### src/rtl/lut_sat_pkg.sv
package lut_sat_pkg;

  localparam int LUT_IDX_W = 8;

  typedef enum logic [1:0] {
    RD_ZERO,
    RD_TBL,
    RD_USR,
    RD_LSR
  } rdSrc_e;

  typedef struct packed {
    logic                 tblWr;
    logic                 usrWr;
    logic                 lsrWr;
    logic                 rdEn;
    rdSrc_e               rdSrc;
    logic [LUT_IDX_W-1:0] offset;
  } hostStrb_t;

endpackage

### src/rtl/lut_sat_ctrl.sv
module lut_sat_ctrl
  import lut_sat_pkg::*;
#(
  parameter int IDX_W      = LUT_IDX_W,
  parameter int WORD_BYTES = 4
) (
  input  logic             runEn,
  input  logic             hostWrEn,
  input  logic             hostRdEn,
  input  logic [IDX_W:0]   hostAddr,
  output hostStrb_t        strb
);

  localparam int DEPTH = 1 << IDX_W;
  localparam logic [IDX_W:0] USR_BASE = (IDX_W+1)'(DEPTH - 2*WORD_BYTES);
  localparam logic [IDX_W:0] LSR_BASE = (IDX_W+1)'(DEPTH - WORD_BYTES);

  logic inTbl, inUsr, inLsr, hostOpen;

  always_comb begin
    hostOpen = !runEn;
    inTbl    = hostAddr[IDX_W];
    inUsr    = !hostAddr[IDX_W] && (hostAddr >= USR_BASE) && (hostAddr < LSR_BASE);
    inLsr    = !hostAddr[IDX_W] && (hostAddr >= LSR_BASE);

    strb        = '0;
    strb.offset = hostAddr[IDX_W-1:0];
    strb.tblWr  = hostOpen && hostWrEn && inTbl;
    strb.usrWr  = hostOpen && hostWrEn && inUsr;
    strb.lsrWr  = hostOpen && hostWrEn && inLsr;
    strb.rdEn   = hostRdEn;
    strb.rdSrc  = RD_ZERO;
    if (hostOpen && hostRdEn) begin
      if (inTbl)      strb.rdSrc = RD_TBL;
      else if (inUsr) strb.rdSrc = RD_USR;
      else if (inLsr) strb.rdSrc = RD_LSR;
    end
  end

endmodule

### src/rtl/lut_sat_dp.sv
module lut_sat_dp
  import lut_sat_pkg::*;
#(
  parameter int IDX_W      = LUT_IDX_W,
  parameter int WORD_BYTES = 4
) (
  input  logic                    clk,
  input  logic                    rstN,
  input  hostStrb_t               strb,
  input  logic [7:0]              hostWrData,
  output logic [7:0]              hostRdData,
  input  logic                    mode32,
  input  logic                    idxValid,
  input  logic [IDX_W-1:0]        idx,
  input  logic                    posOvf,
  input  logic                    negOvf,
  output logic                    outValid,
  output logic [8*WORD_BYTES-1:0] outData
);

  localparam int DEPTH = 1 << IDX_W;
  localparam int OUT_W = 8 * WORD_BYTES;
  localparam int SEL_W = $clog2(WORD_BYTES);

  logic [7:0]       tbl [DEPTH];
  logic [OUT_W-1:0] usrReg, lsrReg;
  logic [OUT_W-1:0] wordView, byteView, usrView, lsrView, nextData;
  logic [IDX_W-SEL_W-1:0] wordIdx;
  logic [SEL_W-1:0] laneSel;

  assign laneSel = strb.offset[SEL_W-1:0];
  assign wordIdx = idx[IDX_W-1:SEL_W];

  // table storage
  always_ff @(posedge clk or negedge rstN) begin
    if (!rstN) begin
      for (int i = 0; i < DEPTH; i++) tbl[i] <= '0;
    end else if (strb.tblWr) begin
      tbl[strb.offset] <= hostWrData;
    end
  end

  // saturation words, one byte lane per generate slice
  for (genvar b = 0; b < WORD_BYTES; b++) begin : g_lane
    always_ff @(posedge clk or negedge rstN) begin
      if (!rstN) begin
        usrReg[8*b +: 8] <= '0;
        lsrReg[8*b +: 8] <= '0;
      end else begin
        if (strb.usrWr && laneSel == SEL_W'(b)) usrReg[8*b +: 8] <= hostWrData;
        if (strb.lsrWr && laneSel == SEL_W'(b)) lsrReg[8*b +: 8] <= hostWrData;
      end
    end
    assign wordView[8*b +: 8] = tbl[{wordIdx, SEL_W'(b)}];
  end

  assign byteView = {{(OUT_W-8){1'b0}}, tbl[idx]};
  assign usrView  = mode32 ? usrReg : {{(OUT_W-8){1'b0}}, usrReg[7:0]};
  assign lsrView  = mode32 ? lsrReg : {{(OUT_W-8){1'b0}}, lsrReg[7:0]};

  always_comb begin
    if (posOvf)      nextData = usrView;
    else if (negOvf) nextData = lsrView;
    else if (mode32) nextData = wordView;
    else             nextData = byteView;
  end

  always_ff @(posedge clk or negedge rstN) begin
    if (!rstN) begin
      outValid <= 1'b0;
      outData  <= '0;
    end else begin
      outValid <= idxValid;
      if (idxValid) outData <= nextData;
    end
  end

  // host read port
  always_ff @(posedge clk or negedge rstN) begin
    if (!rstN) begin
      hostRdData <= '0;
    end else if (strb.rdEn) begin
      case (strb.rdSrc)
        RD_TBL:  hostRdData <= tbl[strb.offset];
        RD_USR:  hostRdData <= usrReg[8*laneSel +: 8];
        RD_LSR:  hostRdData <= lsrReg[8*laneSel +: 8];
        default: hostRdData <= '0;
      endcase
    end
  end


  valid_follow_chk: assert property (@(posedge clk) disable iff (!rstN)
    outValid == 1'b0 || outValid == 1'b1)
    else $error("valid unknown");

  valid_delay_chk: assert property (@(posedge clk) disable iff (!rstN)
    idxValid |=> outValid);

  valid_drop_chk: assert property (@(posedge clk) disable iff (!rstN)
    !idxValid |=> !outValid);

  narrow_zext_chk: assert property (@(posedge clk) disable iff (!rstN)
    (idxValid && !mode32) |=> (outData[OUT_W-1:8] == '0));

  pos_sat_chk: assert property (@(posedge clk) disable iff (!rstN)
    (idxValid && posOvf && mode32) |=> (outData == $past(usrReg)));

  neg_sat_chk: assert property (@(posedge clk) disable iff (!rstN)
    (idxValid && negOvf && !posOvf && mode32) |=> (outData == $past(lsrReg)));

endmodule

### src/rtl/lut_sat_stage.sv
module lut_sat_stage
  import lut_sat_pkg::*;
#(
  parameter int IDX_W      = LUT_IDX_W,
  parameter int WORD_BYTES = 4
) (
  input  logic                    clk,
  input  logic                    rstN,
  input  logic                    runEn,
  input  logic                    mode32,
  input  logic                    idxValid,
  input  logic [IDX_W-1:0]        idx,
  input  logic                    posOvf,
  input  logic                    negOvf,
  input  logic [IDX_W:0]          hostAddr,
  input  logic                    hostWrEn,
  input  logic                    hostRdEn,
  input  logic [7:0]              hostWrData,
  output logic [7:0]              hostRdData,
  output logic                    outValid,
  output logic [8*WORD_BYTES-1:0] outData
);

  localparam int DEPTH = 1 << IDX_W;
  localparam logic [IDX_W:0] MAP_LO = (IDX_W+1)'(DEPTH - 2*WORD_BYTES);

  hostStrb_t strb;

  lut_sat_ctrl #(.IDX_W(IDX_W), .WORD_BYTES(WORD_BYTES)) u_ctrl (
    .runEn    (runEn),
    .hostWrEn (hostWrEn),
    .hostRdEn (hostRdEn),
    .hostAddr (hostAddr),
    .strb     (strb)
  );

  lut_sat_dp #(.IDX_W(IDX_W), .WORD_BYTES(WORD_BYTES)) u_dp (
    .clk        (clk),
    .rstN       (rstN),
    .strb       (strb),
    .hostWrData (hostWrData),
    .hostRdData (hostRdData),
    .mode32     (mode32),
    .idxValid   (idxValid),
    .idx        (idx),
    .posOvf     (posOvf),
    .negOvf     (negOvf),
    .outValid   (outValid),
    .outData    (outData)
  );


  run_read_zero_chk: assert property (@(posedge clk) disable iff (!rstN)
    (hostRdEn && runEn) |=> (hostRdData == '0));

  unmapped_read_zero_chk: assert property (@(posedge clk) disable iff (!rstN)
    (hostRdEn && !hostAddr[IDX_W] && hostAddr < MAP_LO) |=> (hostRdData == '0));

endmodule

### config.mk
export PLATFORM = sky130hd
export DESIGN_NAME = lut_sat_stage
export DESIGN_NICKNAME = d
export VERILOG_FILES = /design/src/rtl/lut_sat_pkg.sv /design/src/rtl/lut_sat_ctrl.sv /design/src/rtl/lut_sat_dp.sv /design/src/rtl/lut_sat_stage.sv
export SDC_FILE = /design/constraint.sdc
export NUM_CORES = 2
export LEC_CHECK = 0
export BUFFER_PORTS_ARGS = -buffer_cell sky130_fd_sc_hd__buf_2
export CORE_AREA = 4 4 453 455
export DETAILED_ROUTE_END_ITERATION = 6
export DIE_AREA = 0 0 457 459
export PLACE_DENSITY = 0.91
export SLEW_MARGIN = 40
export SYNTH_ARGS = -nofsm -noshare
export SYNTH_HDL_FRONTEND = slang
export SYNTH_SLANG_ARGS = --single-unit
### constraint.sdc
create_clock -name clk -period 4.4 [get_ports clk]
set_input_delay 0 -clock clk [delete_from_list [all_inputs] [get_ports clk]]
set_output_delay 0 -clock clk [all_outputs]
set_load 0.02 [all_outputs]
* Word-level counts from Yosys, hierarchy flattened
Cells that the tools add are included.
Storage, ports and cells: input port bits 34, register bits 2153, logic and storage cells 342
Operators by class: eq/ne operators 6, shift-type cells 2, reductions and logical operators 20, multiplexer cells 31, bitwise logic cells 6, magnitude comparators 10
Operator list (number):
- 2048-bit bitwise mux | 1
- 8-bit binary-select mux with 8-bit select | 6
- 32-bit two-way mux | 5
- 8-bit two-way mux | 13
- 8-bit demux with 8-bit select | 1
- 32-bit by 6-bit indexed part select with 8-bit output | 2
- 9-bit >= comparator, second input constant | 6
- 8-bit inverter with 9-bit output | 6
- 8-bit case mux with 3 select lines | 1
- 9-bit by 8-bit >= comparator with 1-bit output, second input constant | 2
- 1-bit logical AND | 17
- 9-bit by 1-bit less-than comparator with 1-bit output, second input constant | 1
- 9-bit by 8-bit less-than comparator with 1-bit output, second input constant | 1
- 2-bit equality test, second input constant | 4
- 2-bit two-way mux | 4
- 2-bit by 1-bit equality test with 1-bit output, second input constant | 2
- 1-bit zero test | 2
- 2-bit zero test | 1

* Longest topological paths before layout
depth after elaboration 8, gate-level depth with buffers 14, depth with buffers taken out 7

* Modules after synthesis
A second synthesis with hierarchy kept.
Second synthesis, totals: cells, all modules 8673, area, all modules 130893.0 sq um
By module, submodules not included:
- lut_sat_dp | area an instance 130736.6 sq um, cells each 8651, sequential area each 53876.7 sq um, times used 1
- lut_sat_ctrl | area an instance 156.4 sq um, cells each 22, sequential area each 0.0 sq um, times used 1

* Worst setup path after synthesis
No wires, ideal clock.
path type input -> register, start point input port idx[0], end point register u_dp.outData[7], arrival time 2332 ps, path slack 1933 ps, setup time 135 ps, stages on the path 11, cells stage by stage buf_2 > buf_6 > buf_4 > buf_2 > buf_2 > mux4_2 > mux4_2 > o22ai_1 > nor3_1 > o21ai_0 > o211ai_1
Between the ends: cells in the longest elaborated chain, start to end 7
Ends and longest elaborated chain:
- start, declared | RTL line lut_sat_stage.sv:12 | input logic [IDX_W-1:0] idx,
- 8-bit inverter with 9-bit output (implied by the code) | RTL line lut_sat_dp.sv:57 | assign byteView = {{(OUT_W-8){1'b0}}, tbl[idx]};
- 8-bit binary-select mux with 8-bit select | RTL line lut_sat_dp.sv:57
- 8-bit two-way mux (implied by the code) (2 in a row) | RTL line lut_sat_dp.sv:57
- 32-bit two-way mux | RTL line lut_sat_dp.sv:64 | else if (mode32) nextData = wordView;
- 32-bit two-way mux | RTL line lut_sat_dp.sv:63 | else if (negOvf) nextData = lsrView;
- 32-bit two-way mux | RTL line lut_sat_dp.sv:62 | if (posOvf) nextData = usrView;
- end signal, assigned | RTL line lut_sat_dp.sv:74 | if (idxValid) outData <= nextData;
- end, declared | RTL line lut_sat_dp.sv:18 | output logic [8*WORD_BYTES-1:0] outData
Every way passes these cells. The select of a mux whose other input is x is not followed. A chain may end at the register's enable or synchronous reset.

* Worst setup path in the final report
start point input port hostAddr[8], end point register u_dp.tbl[147] (netlist name)
Between the ends: cells in the longest elaborated chain, start to end 1
Ends and longest elaborated chain:
- start, declared | RTL line lut_sat_stage.sv:15 | input logic [IDX_W:0] hostAddr,
- 1-bit logical AND | RTL line lut_sat_ctrl.sv:28 | strb.tblWr = hostOpen && hostWrEn && inTbl;
- end signal, assigned by index | RTL line lut_sat_dp.sv:39 | tbl[strb.offset] <= hostWrData;
- end, declared | RTL line lut_sat_dp.sv:25 | logic [7:0] tbl [DEPTH];
Every way passes these cells.

==> results.txt <==
- Area growth from synthesis to layout: 11.2%
- Yosys attributes the largest share of cell area to dfrtp_1 (41%), mux4_2 (33%), mux2_2 (18%), clkbuf_1 (1.2%), mux2i_1 (1.0%).
* DR WL/cell: a little under 50 um
* Worst-case clock buffer depth: 3
* Worst hold path type: input port to async pin
- Setup violations remaining at the end of the flow were counted as 0.
- Actual transition at the worst max-transition pin: roughly 1200 ps
- Row generation in the floorplan step produced about 170 rows.
- Areal power density over the cells: about 320 nW/um2
* Cell type with the largest total area after synthesis: dfrtp_1
- Most common cell after layout, fill and taps aside: dfrtp_1
* Number of synthesized flops with an enable pin: 0
- In this run the tool buffered the top-level ports with between 70 and 80 buffer cells.
- For this run, asynchronously set or reset flops after synthesis account for 1.00.
- Data on the critical path is required at its endpoint by 5160 ps.
- Leakage: 63.7 nW
- The number of global-route vias before repair came to slightly above 90000.
- TritonCTS built the clock tree.
- The die covers 210000 um2.
- In the global route stage, overall resource usage came out at 0.525.
- Failing checks: DRC, hold timing
- Detailed placement finished with a half-perimeter wire length of just under 400 mm.
- The number of clock buffers added by TritonCTS is 228.
- Measured on the finished design, the core utilization comes to 0.719.
- Share of cells above drive strength 1: 0.621
- The die is approximately 460 um tall.
- Synthesis produced a netlist with a net count of ~8000.
* Data arrival, critical path: 4660 ps
- The worst register-to-register path has a setup slack of ~570 ps.
* Number of warning messages in the yosys log: 0
- The first TritonRoute pass finished after 7 iterations.
- The initial utilization of the core area, before any placement, comes to 0.647.
- Along the worst path, the maximum fanout reaches 10.
- For the final routed database, the setup TNS stands at 0 ps.
- Horizontal die dimension: 457 um
- In this run the tightest slew margin relative to its limit is 0.226.
- The cell sitting at the root of the clock tree is a clkbuf_16.
* Hold WS: -2.33 ps
- Number of placed cells counting well taps: between 10000 and 15000
- Post-CTS Repair Setup Buffers: 0
* Maximum clock skew at final layout: ~74 ps
* Final critical path time including I/O delays and setup: about 3900 ps
- Gate power share: 0.101
- Overall power consumption after layout is estimated at 46.9 mW.
- Net Sw Power: approximately 12 mW
- The clock tree synthesis step divided the H-tree into 4 levels.
- Net switching fraction of the power: 0.265
* Gate count after technology mapping: approximately 8000
* CP startpoint: hostAddr[8]
- Reg2reg start: u_dp.tbl[1122]
- Top-area cell type share of the netlist area: 0.414
- Sequential area share after synthesis: 0.414
- Synthesis inferred approximately 2200 register bits.
- Maximum Capacitance Violations: 0
* Largest net degree at the start of global routing: 162
- Insertion delay of the later-clocked pin in the worst-skew pair: ~960 ps
- STA classifies the critical path endpoint as a register.
- Clock Sink Count: 2153
- In the routed layout, each cell is associated on average with a via count of just under 9.
* Final Non-Filler Cells: 11000
- The average instance in the mapped netlist occupies 16.3 um2.
* Post-CTS sizing: 0
- Cell-internal power: 34.5 mW
* Classification of the worst setup path: input port to register
- Global-route wire length before repair: roughly 760 mm
- Setup repair after global routing missed its margin: false
* Post-synthesis instance area: between 100000 and 150000 um2
- Number of unique standard cell types used by synthesis: between 60 and 70
- For this run, the top clock speed supported by timing is roughly 260 MHz.
- Of the total power, registers draw 0.437.
- Drt total wl: ~550 mm
- Part of the cycle the worst path needs: 0.886
- Clock network fraction of design power: 0.462
* End of the critical path: u_dp.tbl[147]
- The number of antenna violations at the first check in global routing is 119.
* Status: finished with violations
- Most used cells in the layout excluding fill and tap cells: dfrtp_1 (2153), mux2_2 (2125), mux4_2 (1887)
* Worst IR Drop VDD: between 400 and 500 uV
- After clock tree synthesis, the clock-pin slew on the worst setup and hold paths is 60 ps.
- Placeable Area: 201000 um2
* Worst setup SP type: input port
- The final-report max-slew violation count came to 0.
* Antenna-violating nets left: 0
- In the synthesized netlist the dominant register cell turns out to be dfrtp_1.
- Final Wtd Congestion: between 1 and 1.5
- Hold Vio Cnt, Final: 2
* Detailed-route via count: ~96000
* Remaining global-route overflow: 0
- In the final design database the tool counted 8082 nets.
* DRC: approximately 150
* IO Pins: between 70 and 80
- 1st-iter DRT viols: roughly 19000
- Fill cells in the final layout number roughly 12000.
- Depth of the worst register-to-register path: 7
- The endpoint identified for the worst register-to-register timing path is u_dp.hostRdData[2].
[worst min path at each step]
stage / start / depth (start not counted) / endpoint / slack [ps]
final: rstN / 3 / u_dp.tbl[609] / -2
after global routing: rstN / 3 / u_dp.tbl[609] / 20
after CTS: rstN / 3 / u_dp.tbl[904] / 5
after detailed placement: rstN / 1 / u_dp.tbl[960] / 100
after global placement: rstN / 1 / u_dp.tbl[947] / 110
after floorplan: rstN / 0 / u_dp.hostRdData[0] / -300
[through the flow]
stage / setup WS [ps] / hold WS [ps] / area, um2
2_1_floorplan: 1930 / -296 / 130000
3_3_place_gp: 732 / 105 / 135000
3_5_place_dp: 745 / 105 / 136000
4_1_cts: 739 / 4.52 / 144000
5_1_grt: 608 / 24.0 / 145000
6_report: 502 / -2.33 / 145000
[cells by family after synthesis]
logic type / count (synthesis) / synth area share
flops: 2153 / 0.414
buf+inv: 771 / 0.0270
mux: 4147 / 0.521
simple gates: 600 / 0.0216
compound gates: 302 / 0.0166
[state kept, by name (all words and copies together), names as in the netlist]
signal,count
u_dp.lsrReg,32
u_dp.outValid,1
u_dp.usrReg,32
u_dp.hostRdData,8
u_dp.outData,32
u_dp.tbl,2048
[synthesized netlist by cell type, types with 35 or more instances]
cell and instances:
nand3_1 39, mux2i_1 135, nor2_1 114, dfrtp_1 2153, buf_2 200, a22oi_1 73
mux4_2 1887, mux2_2 2125, a21oi_1 55, buf_1 51, buf_4 78, nand2b_1 35
nand2_1 245, nor2_2 84, clkbuf_1 423
[critical path, cell delays in order]
cell	delay [ps]
dlygate4sd3_1	530
buf_2	270
nor2b_1	200
dlygate4sd3_1	570
buf_4	150
nand4_1	400
nor2_4	970
buf_4	430
nand2_1	590
mux2_2	500
[cell type report]
cell class	instances	area, um2	share of cell area
antenna	90	225	0.00156
sequential	2153	53900	0.372
inverter	9	38.8	0.000268
multi-input combinational	5049	73000	0.504
clock inverter	133	1940	0.0134
tap	2672	3340	0.0231
timing repair buffer	607	5920	0.0409
clock buffer	301	6470	0.0447
[what timing repair did]
item	CTS	global route
endpoints found under the setup margin	0	0
hold buffers	33	0
hold endpoints to repair	2237	0
[power by group through the flow]
| stage | logic (mW) | registers (mW) | clock network [mW] |
|---|---|---|---|
| final | 4.74 | 20.5 | 21.7 |
| after global routing | 4.83 | 20.5 | 22.4 |
| after CTS | 4.54 | 20.5 | 21.6 |
| after detailed placement | 4.49 | 20.8 | 0 |
| after global placement | 4.40 | 20.8 | 0 |
| after floorplan | 2.64 | 20.7 | 0 |
[layer usage]
layer / vias to the layer above / track usage / share of wire
met5: - / 0.0684 / 0.0030
met4: 98 / 0.346 / 0.092
met3: 2509 / 0.326 / 0.19
met2: 10200 / 0.679 / 0.40
met1: 50200 / 0.647 / 0.32
li1: 32800 / - / -
Note: power is estimated with default switching activity, not from simulation.
